**src/rtl/pmc_pkg.sv**
```systemverilog
package pmc_pkg;
    typedef enum logic [2:0] {
        ST_INACTIVE = 3'd0,
        ST_PWRDN    = 3'd1,
        ST_UP       = 3'd2,
        ST_SEQ      = 3'd3,
        ST_PARTIAL  = 3'd4
    } pmc_state_e;

    typedef enum logic [1:0] {
        MODE_NONE  = 2'd0,
        MODE_TWO   = 2'd1,
        MODE_THREE = 2'd2
    } pmc_mode_e;
endpackage

```
**src/rtl/pmc_strap_decode.sv**
```systemverilog
module pmc_strap_decode
    import pmc_pkg::*;
(
    input  logic [1:0] strap_i,
    output pmc_mode_e  mode_o
);
    always_comb begin
        unique case (strap_i)
            2'b01:   mode_o = MODE_TWO;
            2'b10:   mode_o = MODE_THREE;
            default: mode_o = MODE_NONE;
        endcase
    end
endmodule

```
**src/rtl/pmc_seq_timer.sv**
```systemverilog
module pmc_seq_timer #(
    parameter int PD_CYCLES = 8
) (
    input  logic clk,
    input  logic rst_n,
    input  logic run_i,
    output logic last_o
);
    localparam int CW = (PD_CYCLES > 1) ? $clog2(PD_CYCLES) : 1;
    localparam logic [CW-1:0] LAST = CW'(PD_CYCLES - 1);

    logic [CW-1:0] cnt_q;

    always_ff @(posedge clk or negedge rst_n) begin
        if (!rst_n)      cnt_q <= '0;
        else if (!run_i) cnt_q <= '0;
        else if (!last_o) cnt_q <= cnt_q + 1'b1;
    end

    assign last_o = run_i && (cnt_q == LAST);
endmodule

```
**src/rtl/pmc_top.sv**
```systemverilog
module pmc_top
    import pmc_pkg::*;
#(
    parameter int PD_CYCLES = 8
) (
    input  logic       clk,
    input  logic       rst_n,
    input  logic [1:0] strap_i,
    input  logic       wr_i,
    input  logic       en_i,
    input  logic       dis_i,
    output logic [2:0] state_o,
    output logic       en_rb_o,
    output logic       dis_rb_o,
    output logic [1:0] bus_mode_o,
    output logic       bus_active_o,
    output logic       clr_o
);
    pmc_state_e state_q, state_d;
    pmc_mode_e  mode_q, strap_mode;
    logic       dis_q;
    logic       seq_last;

    pmc_strap_decode u_dec (
        .strap_i (strap_i),
        .mode_o  (strap_mode)
    );

    pmc_seq_timer #(.PD_CYCLES(PD_CYCLES)) u_tmr (
        .clk    (clk),
        .rst_n  (rst_n),
        .run_i  (state_q == ST_SEQ),
        .last_o (seq_last)
    );

    logic wr_up, wr_down;
    assign wr_up   = wr_i && en_i && !dis_i;
    assign wr_down = wr_i && en_i && dis_i;

    always_comb begin
        state_d = state_q;
        unique case (state_q)
            ST_INACTIVE: state_d = ST_PWRDN;
            ST_PWRDN:    if (wr_up) state_d = ST_UP;
            ST_UP: begin
                if (wr_down)          state_d = ST_SEQ;
                else if (wr_i && !en_i) state_d = ST_PARTIAL;
            end
            ST_SEQ:      if (seq_last) state_d = ST_PWRDN;
            ST_PARTIAL:  if (wr_up) state_d = ST_UP;
            default:     state_d = ST_INACTIVE;
        endcase
    end

    always_ff @(posedge clk or negedge rst_n) begin
        if (!rst_n) begin
            state_q <= ST_INACTIVE;
            mode_q  <= MODE_NONE;
            dis_q   <= 1'b0;
        end else begin
            state_q <= state_d;
            if (state_q == ST_INACTIVE) mode_q <= strap_mode;
            if (state_q == ST_UP && wr_i && !en_i) dis_q <= dis_i;
        end
    end

    always_comb begin
        en_rb_o  = 1'b0;
        dis_rb_o = 1'b0;
        clr_o    = 1'b0;
        unique case (state_q)
            ST_INACTIVE, ST_PWRDN: ;
            ST_UP:      en_rb_o = 1'b1;
            ST_SEQ: begin
                en_rb_o  = 1'b1;
                dis_rb_o = 1'b1;
                clr_o    = seq_last;
            end
            ST_PARTIAL: dis_rb_o = dis_q;
            default: ;
        endcase
        state_o      = state_q;
        bus_mode_o   = mode_q;
        bus_active_o = (state_q != ST_INACTIVE) && (mode_q != MODE_NONE);
    end
endmodule

```
**config.mk**
```make
export PLATFORM = sky130hd
export DESIGN_NAME = pmc_top
export DESIGN_NICKNAME = d
export VERILOG_FILES = /design/src/rtl/pmc_pkg.sv /design/src/rtl/pmc_strap_decode.sv /design/src/rtl/pmc_seq_timer.sv /design/src/rtl/pmc_top.sv
export SDC_FILE = /design/constraint.sdc
export NUM_CORES = 1
export LEC_CHECK = 0
export BUFFER_PORTS_ARGS = -buffer_cell sky130_fd_sc_hd__buf_2
export CORE_AREA = 2 2 39 41
export DETAILED_ROUTE_END_ITERATION = 8
export DIE_AREA = 0 0 41 43
export GPL_ROUTABILITY_DRIVEN = 0
export RECOVER_POWER = 50
export SYNTH_ARGS = -nofsm -noshare
export SYNTH_HDL_FRONTEND = slang
export SYNTH_SLANG_ARGS = --single-unit
```
**constraint.sdc**
```tcl
create_clock -name clk -period 2.2 [get_ports clk]
set_clock_uncertainty 0.15 [all_clocks]
set_input_delay 0.33 -clock clk [delete_from_list [all_inputs] [get_ports clk]]
set_output_delay 0.33 -clock clk [all_outputs]
set_load 0.01 [all_outputs]
```
==> reports/summary.txt, run 1 <==
Post-synthesis simple-gate area fraction - 14.7%
Worst r2r path cells - 5
Top FF cell, synth - dfrtp_1
Starting DRT DRC Count - 8
Root Buffer - clkbuf_4
IO Port Bufs - 15
Antenna diodes - 0
Max-Cap Viols - 0
Power Density - 1250 nW/um^2
Crit Path Class - flip-flop to output port
Finish-stage setup viols - 0
Global route overflow - 0
Min setup slack post-route - 0.260 ns
Die height - 43 um
Fin nets - 83
Post-Synth Adder-Cell Area - 4.75%
Max Clock Freq - 0.515 GHz
EDFF count, synth - 0
Die ar. - 1760 sq um
Sequential Power Share - 36.8%
Count of cell types in the netlist - 27
R2R setup slack - 0.41 ns
Seq/Total Area, Yosys - 42.8%
Asr flop ratio synth - 100%
Worst-skew pair later-pin latency - 0.26 ns
Logic pwr share - 47.6%
Sink Count - 9
Mapped Nets - 64
Cell accounting for the most synthesized area - dfrtp_1
Drt via density - 5.11
Pre-CTS WS - 0.408 ns
P&R area growth vs syn - 22.6%
Psw - 0.325 mW
First-pass GRT wire length - 1.80 mm
Post-DRT Antenna Nets - 0
Post-Syn Area - 527 sq um
Setup TNS - 0 ns
Slew headroom - 68.1%
FP Rows - 14
Final Non-Filler Cells - 89
Clock power share - 15.6%
Critical path arrival - 1.46 ns
Hold Path Sink - bus_mode_o[0]$_DFFE_PN0N_
Post-DP HPWL - 828 um
Hold Worst Slack - 0.174 ns
Layout cell share with drive strength beyond 1 - 28.8%
Main combinational cell family by area after synthesis - compound AO/OA/AOI/OAI gates
Core Region - 1380 sq um
Worst-path clk slew - 0.06 ns
Status - finished clean
RSZ-0062 raised after global routing - no
Reg-to-Reg Start - u_tmr.cnt_q[0]$_DFFE_PN0N_
Syn. warnings - 0
Worst Min Path Start - strap_i[0]
Yosys top cell area share - 42.8%
CTS Buf Count - 3
Count leader, synth - dfrtp_1
Synth Area in XOR/XNOR - 3.33%
CTS max path bufs - 2
Hold Crit Depth - 3
DR WL/cell - 11.9 um
P_int - 0.480 mW
Post-synthesis register bit count - 9
I/O pin count - 16
Fin crit period - 1.94 ns
GRT Util Overall - 15.4%
VDD IR max - 511 uV
Slew @ Worst Pin - 0.479 ns
Post-CTS Resized - 0
Worst Path Required - 1.72 ns
Total iterations of the first detailed-routing run - 3
Worst Setup End Kind - output port
Multiplexer share of the synthesized area - 8.79%
Routed via count - 455
Leading cell types by count after synthesis - dfrtp_1 (9), nor2_1 (5), inv_1 (4), nand2_1 (4)
DRT Wirelength - 1.06 mm
Leak - 0.319 nW
Largest net degree at the start of global routing - 14
Design area - 646 sq um
Core Util, Final - 46.7%
Filler cells - 151
Placed Cells incl. Taps - 84
Initial Util - 38.1%
Die width - 41 um
Initial antenna violation count - 0
DP Area - 614 sq um
H-tree levels - 1
Net Sw Frac - 40.4%
R2r endpoint - state_o[0]$_DFFE_PN0P_
Worst setup SP type - flip-flop
Crit Path Max Fanout - 6
Hold Violations, Final - 0
Synth area leaders - dfrtp_1 (43%), ha_1 (4.8%), mux2i_1 (3.8%)
Synth Instances - 55
Crit share post-route - 88.2%
Vias in the first global route - 437
Syn_area_per_cell - 9.58 sq um
CTS tree - yes
Post-synthesis compound-gate area fraction - 20.0%
Worst Hold Class - primary input to flip-flop
Pins Over Slew Limit - 0
Pwr Total - 0.805 mW
DRC Markers - 0
worst max-delay path, cell delays in order (launching register included):
cell and delay [ns]:
dfrtp_1 0.39, ha_1 0.20, ha_1 0.29, and3_1 0.19
buf_2 0.13
power groups by stage:
stage / Sequential (mW) / Combinational, mW / Clock (mW)
after global routing: 0.308 / 0.439 / 0.141
after floorplan: 0.287 / 0.287 / 0
after global placement: 0.296 / 0.392 / 0
after detailed placement: 0.299 / 0.393 / 0
final: 0.297 / 0.383 / 0.125
after CTS: 0.296 / 0.398 / 0.131
kinds of logic (layout without fill, tap and decap cells):
group | Yosys count | after routing
xor+xnor | 2 | 2
fa+ha+maj | 2 | 2
buf+inv | 8 | 26
compound gates | 14 | 14
mux | 4 | 4
flops | 9 | 9
simple gates | 16 | 16
repair_timing:
action | in CTS | in global routing
hold buffers | 1 | 0
buffers inserted | 0 | 0
hold endpoints to repair | 9 | 0
registers in the layout (all words and copies together), names as in the netlist:
| name | flops |
|---|---|
| bus_mode_o | 2 |
| dis_q | 1 |
| state_o | 3 |
| u_tmr.cnt_q | 3 |
routing by layer:
| metal | GRT usage, % | vias to the layer above | share of wire [%] | wire, um |
|---|---|---|---|---|
| li1 | - | 231 | - | - |
| met1 | 19.6 | 211 | 47 | 493 |
| met2 | 21.6 | 8 | 46 | 488 |
| met3 | 7.85 | 5 | 5.1 | 54 |
| met4 | 6.00 | 0 | 2.2 | 23 |
| met5 | 0 | - | 0 | 0 |
area by class of cell:
type | instances | area [sq um] | area share [%]
clock buffer | 4 | 26.3 | 4.07
inverter | 6 | 22.5 | 3.49
multi-input combinational | 38 | 272 | 42.1
sequential | 9 | 225 | 34.9
tap | 16 | 20.0 | 3.10
timing repair buffer | 16 | 80.1 | 12.4
placed cells by master (no fill, tap or decap), types with 3 or more instances in the layout:
cell type	n
o21ai_0	3
buf_2	11
clkbuf_1	5
nor2_1	5
nand2_1	4
dfrtp_1	9
a21oi_1	3
clkbuf_4	3
inv_1	4
worst max path at each step:
stage,end,slack [ns],from,depth (start not counted)
4_1_cts,clr_o,0.24,u_tmr.cnt_q[0]$_DFFE_PN0N_,4
6_report,clr_o,0.26,u_tmr.cnt_q[0]$_DFFE_PN0N_,4
3_5_place_dp,state_o[0]$_DFFE_PN0P_,0.41,u_tmr.cnt_q[0]$_DFFE_PN0N_,5
5_1_grt,bus_active_o,0.12,state_o[0]$_DFFE_PN0P_,3
3_3_place_gp,state_o[0]$_DFFE_PN0P_,0.44,u_tmr.cnt_q[0]$_DFFE_PN0N_,5
2_1_floorplan,state_o[0]$_DFFE_PN0P_,0.41,u_tmr.cnt_q[0]$_DFFE_PN0N_,6
Power figures use the tool's default switching activity.
==> run 2: changes to the inputs <==
BUFFER_PORTS_ARGS = -buffer_cell sky130_fd_sc_hd__clkbuf_2   (was -buffer_cell sky130_fd_sc_hd__buf_2)
==> run 2 against run 1 <==
  * Hold slack gained 0.0034 ns
  * First-iteration DRC count is 13% lower
  * Via count is 0.44% lower
  * Global-route usage is 1.1 points lower
  * Sequential cell count did not move
  * Register-to-register slack hardly changed
  * Setup slack got worse by 0.0036 ns
  * Die area stayed put
  * Largest cell class unchanged
==> reports/summary.txt, run 2 (synthesis gave the netlist of run 1 again) <==
Sink Count - 9
First-pass GRT wire length - 1.74 mm
Core Region - 1380 sq um
Clock power share - 15.8%
Max-Cap Viols - 0
Antenna diodes - 0
Slew headroom - 65.2%
Most common cell after layout, fill and taps aside - clkbuf_2
Post-DP HPWL - 785 um
I/O pin count - 16
GRT Util Overall - 14.3%
Worst r2r path cells - 5
Core Util, Final - 46.7%
Die width - 41 um
Worst Setup End Kind - output port
Die ar. - 1760 sq um
Initial antenna violation count - 0
Leak - 0.317 nW
Net Sw Frac - 40.8%
Pins Over Slew Limit - 0
Worst Hold Class - primary input to flip-flop
Pwr Total - 0.810 mW
Setup TNS - 0 ns
CTS tree - yes
Initial Util - 38.1%
DRC Markers - 0
Hold Path Sink - bus_mode_o[0]$_DFFE_PN0N_
Worst-path clk slew - 0.06 ns
Total iterations of the first detailed-routing run - 4
Post-CTS Hold Fix Bufs - 1
Hold Violations, Final - 0
Critical path arrival - 1.46 ns
Placed Cells incl. Taps - 84
Max Clock Freq - 0.514 GHz
Fin nets - 83
Power Density - 1250 nW/um^2
Post-DRT Antenna Nets - 0
Crit Path Max Fanout - 7
Logic pwr share - 47.6%
Worst Min Path Start - strap_i[0]
P&R area growth vs syn - 22.6%
Filler cells - 143
RSZ-0062 raised after global routing - no
Reg-to-Reg Start - u_tmr.cnt_q[0]$_DFFE_PN0N_
Global routing's busiest layer - met1
R2R setup slack - 0.41 ns
Crit share post-route - 88.4%
FP Rows - 14
Worst Path Required - 1.72 ns
Sequential Power Share - 36.7%
Layout cell share with drive strength beyond 1 - 28.8%
Status - finished clean
Crit. Startpoint - state_o[2]$_DFFE_PN0P_
Largest net degree at the start of global routing - 14
DR WL/cell - 11.7 um
Final Non-Filler Cells - 89
Hold Crit Depth - 3
Psw - 0.331 mW
Grt met3 use - 4.71%
Finish-stage setup viols - 0
R2r endpoint - state_o[0]$_DFFE_PN0P_
Starting DRT DRC Count - 7
Met1 usage - 21.5%
Commonest cells after routing, fill and taps aside - clkbuf_2 (11), dfrtp_1 (9), nor2_1 (5), clkbuf_1 (5)
Global route overflow - 0
CTS max path bufs - 2
P_int - 0.479 mW
Worst setup SP type - flip-flop
IO Port Bufs - 15
H-tree levels - 1
Die height - 43 um
Crit Path Class - flip-flop to output port
Routed via count - 453
Setup bufs post-CTS - 0
CTS Buf Count - 3
Vias in the first global route - 400
DRT Wirelength - 1.04 mm
Drt via density - 5.09
GR Layer Usage met2 - 19.1%
Slew @ Worst Pin - 0.522 ns
Fin crit period - 1.94 ns
VDD IR max - 579 uV
Worst-skew pair later-pin latency - 0.26 ns
Root Buffer - clkbuf_4
Post-CTS Resized - 0
==> run 2: how the worst max path moves through the flow <==
stage / slack (ns) / endpoint
after floorplan: 0.41 / state_o[0]$_DFFE_PN0P_
after global placement: 0.44 / state_o[0]$_DFFE_PN0P_
after CTS: 0.26 / dis_rb_o
after global routing: 0.15 / bus_active_o
after detailed placement: 0.41 / state_o[0]$_DFFE_PN0P_
final: 0.26 / dis_rb_o
==> run 2: cell type report <==
cell class / instances / area [sq um] / share of cell area (%)
clock buffers: 4 / 26.3 / 4.07
repair buffers: 16 / 80.1 / 12.4
multi-input cells: 38 / 272 / 42.1
flip-flops and latches: 9 / 225 / 34.9
inverters: 6 / 22.5 / 3.49
well taps: 16 / 20.0 / 3.10
==> run 2: per-layer routing <==
metal | part of all wire (%) | wire [um]
met5 | 0 | 0
met4 | 1.2 | 12
met3 | 6.1 | 64
met2 | 43 | 445
met1 | 50 | 520
==> run 2: power groups by stage <==
stage	clock, mW	sequential (mW)	combinational [mW]
floorplan	0	0.287	0.287
finish	0.128	0.297	0.385
global placement	0	0.298	0.392
CTS	0.133	0.296	0.393
detailed placement	0	0.299	0.390
global route	0.139	0.309	0.433
==> run 2: per-stage QoR <==
step	instance area [sq um]	worst slack [ns]	hold slack [ns]
finish	646	0.256	0.178
global route	646	0.152	0.201
CTS	651	0.258	0.172
detailed placement	614	0.407	0.0526
global placement	614	0.444	0.0479
floorplan	527	0.413	-0.116
==> run 2: critical path, cell delays in order, from the launching register on <==
cell and delay [ns]:
dfrtp_1 0.45, nand2b_1 0.24, inv_2 0.09, nand2_1 0.13
o31ai_1 0.12, clkbuf_2 0.17
==> run 3: changes to the inputs <==
BUFFER_PORTS_ARGS = unset   (was -buffer_cell sky130_fd_sc_hd__clkbuf_2)
DONT_BUFFER_PORTS = 1   (was unset)
SKIP_CTS_REPAIR_TIMING = 1   (was unset)
==> run 3 against run 2 <==
  * Clock-buffer cell count unchanged
  * Non-clock buffer count decreased by 15
  * Combinational power fell by 20%
  * Register-to-register slack lost 0.03 ns
  * Setup slack worse by 0.016 ns
  * Cell count down 17%
  * Sequential power rose by 8.1%
  * Largest cell class unchanged
  * Largest power group is now registers
==> reports/summary.txt, run 3 (synthesis gave the netlist of run 1 again) <==
Die height - 43 um
Hold Worst Slack - 0.0616 ns
Sink Count - 9
CTS Buf Count - 3
Commonest cells after routing, fill and taps aside - dfrtp_1 (9), nor2_1 (5), nand2_1 (4), inv_1 (4)
Crit share post-route - 89.1%
Core Region - 1380 sq um
Critical path arrival - 1.48 ns
Starting DRT DRC Count - 11
RSZ-0062 raised after global routing - no
Setup TNS - 0 ns
DRT Wirelength - 1.09 mm
Final Non-Filler Cells - 74
Global route overflow - 0
Leak - 0.265 nW
Antenna diodes - 0
P&R area growth vs syn - 9.26%
Largest net degree at the start of global routing - 14
Pre-CTS WS - 0.382 ns
I/O pin count - 16
Min setup slack post-route - 0.240 ns
Finish-stage setup viols - 0
DR WL/cell - 14.7 um
Worst Hold Class - primary input to flip-flop
Drt via density - 5.55
Vias in the first global route - 437
Initial Util - 38.1%
Initial antenna violation count - 0
Hold Violations, Final - 0
Post-DP HPWL - 811 um
Root Buffer - clkbuf_4
R2r endpoint - state_o[0]$_DFFE_PN0P_
Crit Path Class - flip-flop to output port
CTS tree - yes
Power Density - 1330 nW/um^2
Status - finished clean
Slew @ Worst Pin - 0.461 ns
Worst-path clk slew - 0.07 ns
Reg-to-Reg Start - u_tmr.cnt_q[0]$_DFFE_PN0N_
Total iterations of the first detailed-routing run - 4
Post-DRT Antenna Nets - 0
R2R setup slack - 0.38 ns
Placed Cells incl. Taps - 69
Pwr Total - 0.765 mW
FP Rows - 14
Critical Path End - dis_rb_o
Core Util, Final - 41.6%
Routed via count - 411
Crit. Startpoint - state_o[2]$_DFFE_PN0P_
IO Port Bufs - 0
Die width - 41 um
Die ar. - 1760 sq um
Fin nets - 68
Worst-skew pair later-pin latency - 0.27 ns
Pins Over Slew Limit - 0
Layout cell share with drive strength beyond 1 - 17.2%
H-tree levels - 1
GRT Util Overall - 15.6%
Design area - 576 sq um
Filler cells - 138
Max-Cap Viols - 0
Most common cell after layout, fill and taps aside - dfrtp_1
Worst setup SP type - flip-flop
Fin crit period - 1.96 ns
Worst r2r path cells - 5
VDD IR max - 578 uV
Worst Setup End Kind - output port
DRC Markers - 0
Max Clock Freq - 0.510 GHz
DP Area - 539 sq um
First-pass GRT wire length - 1.80 mm
Worst Path Required - 1.72 ns
CTS max path bufs - 2
Slew headroom - 69.0%
Crit Path Max Fanout - 7
run 3: cell count changes in the layout (fill, tap and decap cells not counted):
cell	change
clkbuf_1	-4
clkbuf_2	-11
run 3: how the worst min path moves through the flow:
stage               cells after the start  startpoint  slack, ns                        end
floorplan                               0       rst_n      -0.12  bus_mode_o[0]$_DFFE_PN0N_
global placement                        0       rst_n      -0.12     state_o[0]$_DFFE_PN0P_
detailed placement                      0       rst_n      -0.12     state_o[2]$_DFFE_PN0P_
CTS                                     0       rst_n      -0.40     state_o[2]$_DFFE_PN0P_
global route                            1       dis_i       0.05          dis_q$_DFFE_PN0P_
finish                                  2  strap_i[0]       0.06  bus_mode_o[0]$_DFFE_PN0N_
run 3: cell type report:
type | instances | area [sq um] | share of cell area [%]
tap | 16 | 20.0 | 3.48
multi-input combinational | 38 | 272 | 47.2
clock buffer | 4 | 26.3 | 4.57
timing repair buffer | 1 | 10.0 | 1.74
sequential | 9 | 225 | 39.1
inverter | 6 | 22.5 | 3.91
run 3: critical path: stages, from the launching register on:
cell and delay (ns):
dfrtp_1 0.49, nand2b_1 0.27, inv_2 0.13, nand2_1 0.13, o31ai_1 0.19
run 3: layer usage:
layer	track usage (%)	up-vias	share of wire, %
met5	0	-	0
met4	8.00	0	2.0
met3	6.81	3	4.0
met2	24.1	8	50
met1	17.2	199	44
li1	-	201	-
run 3: report_power, final:
part / switching [mW] / total [mW] / leakage (nW) / internal (mW)
clock network: 0.0644 / 0.135 / 0.0150 / 0.0702
logic: 0.156 / 0.309 / 0.131 / 0.153
registers: 0.103 / 0.321 / 0.119 / 0.218
total: 0.323 / 0.765 / 0.265 / 0.441
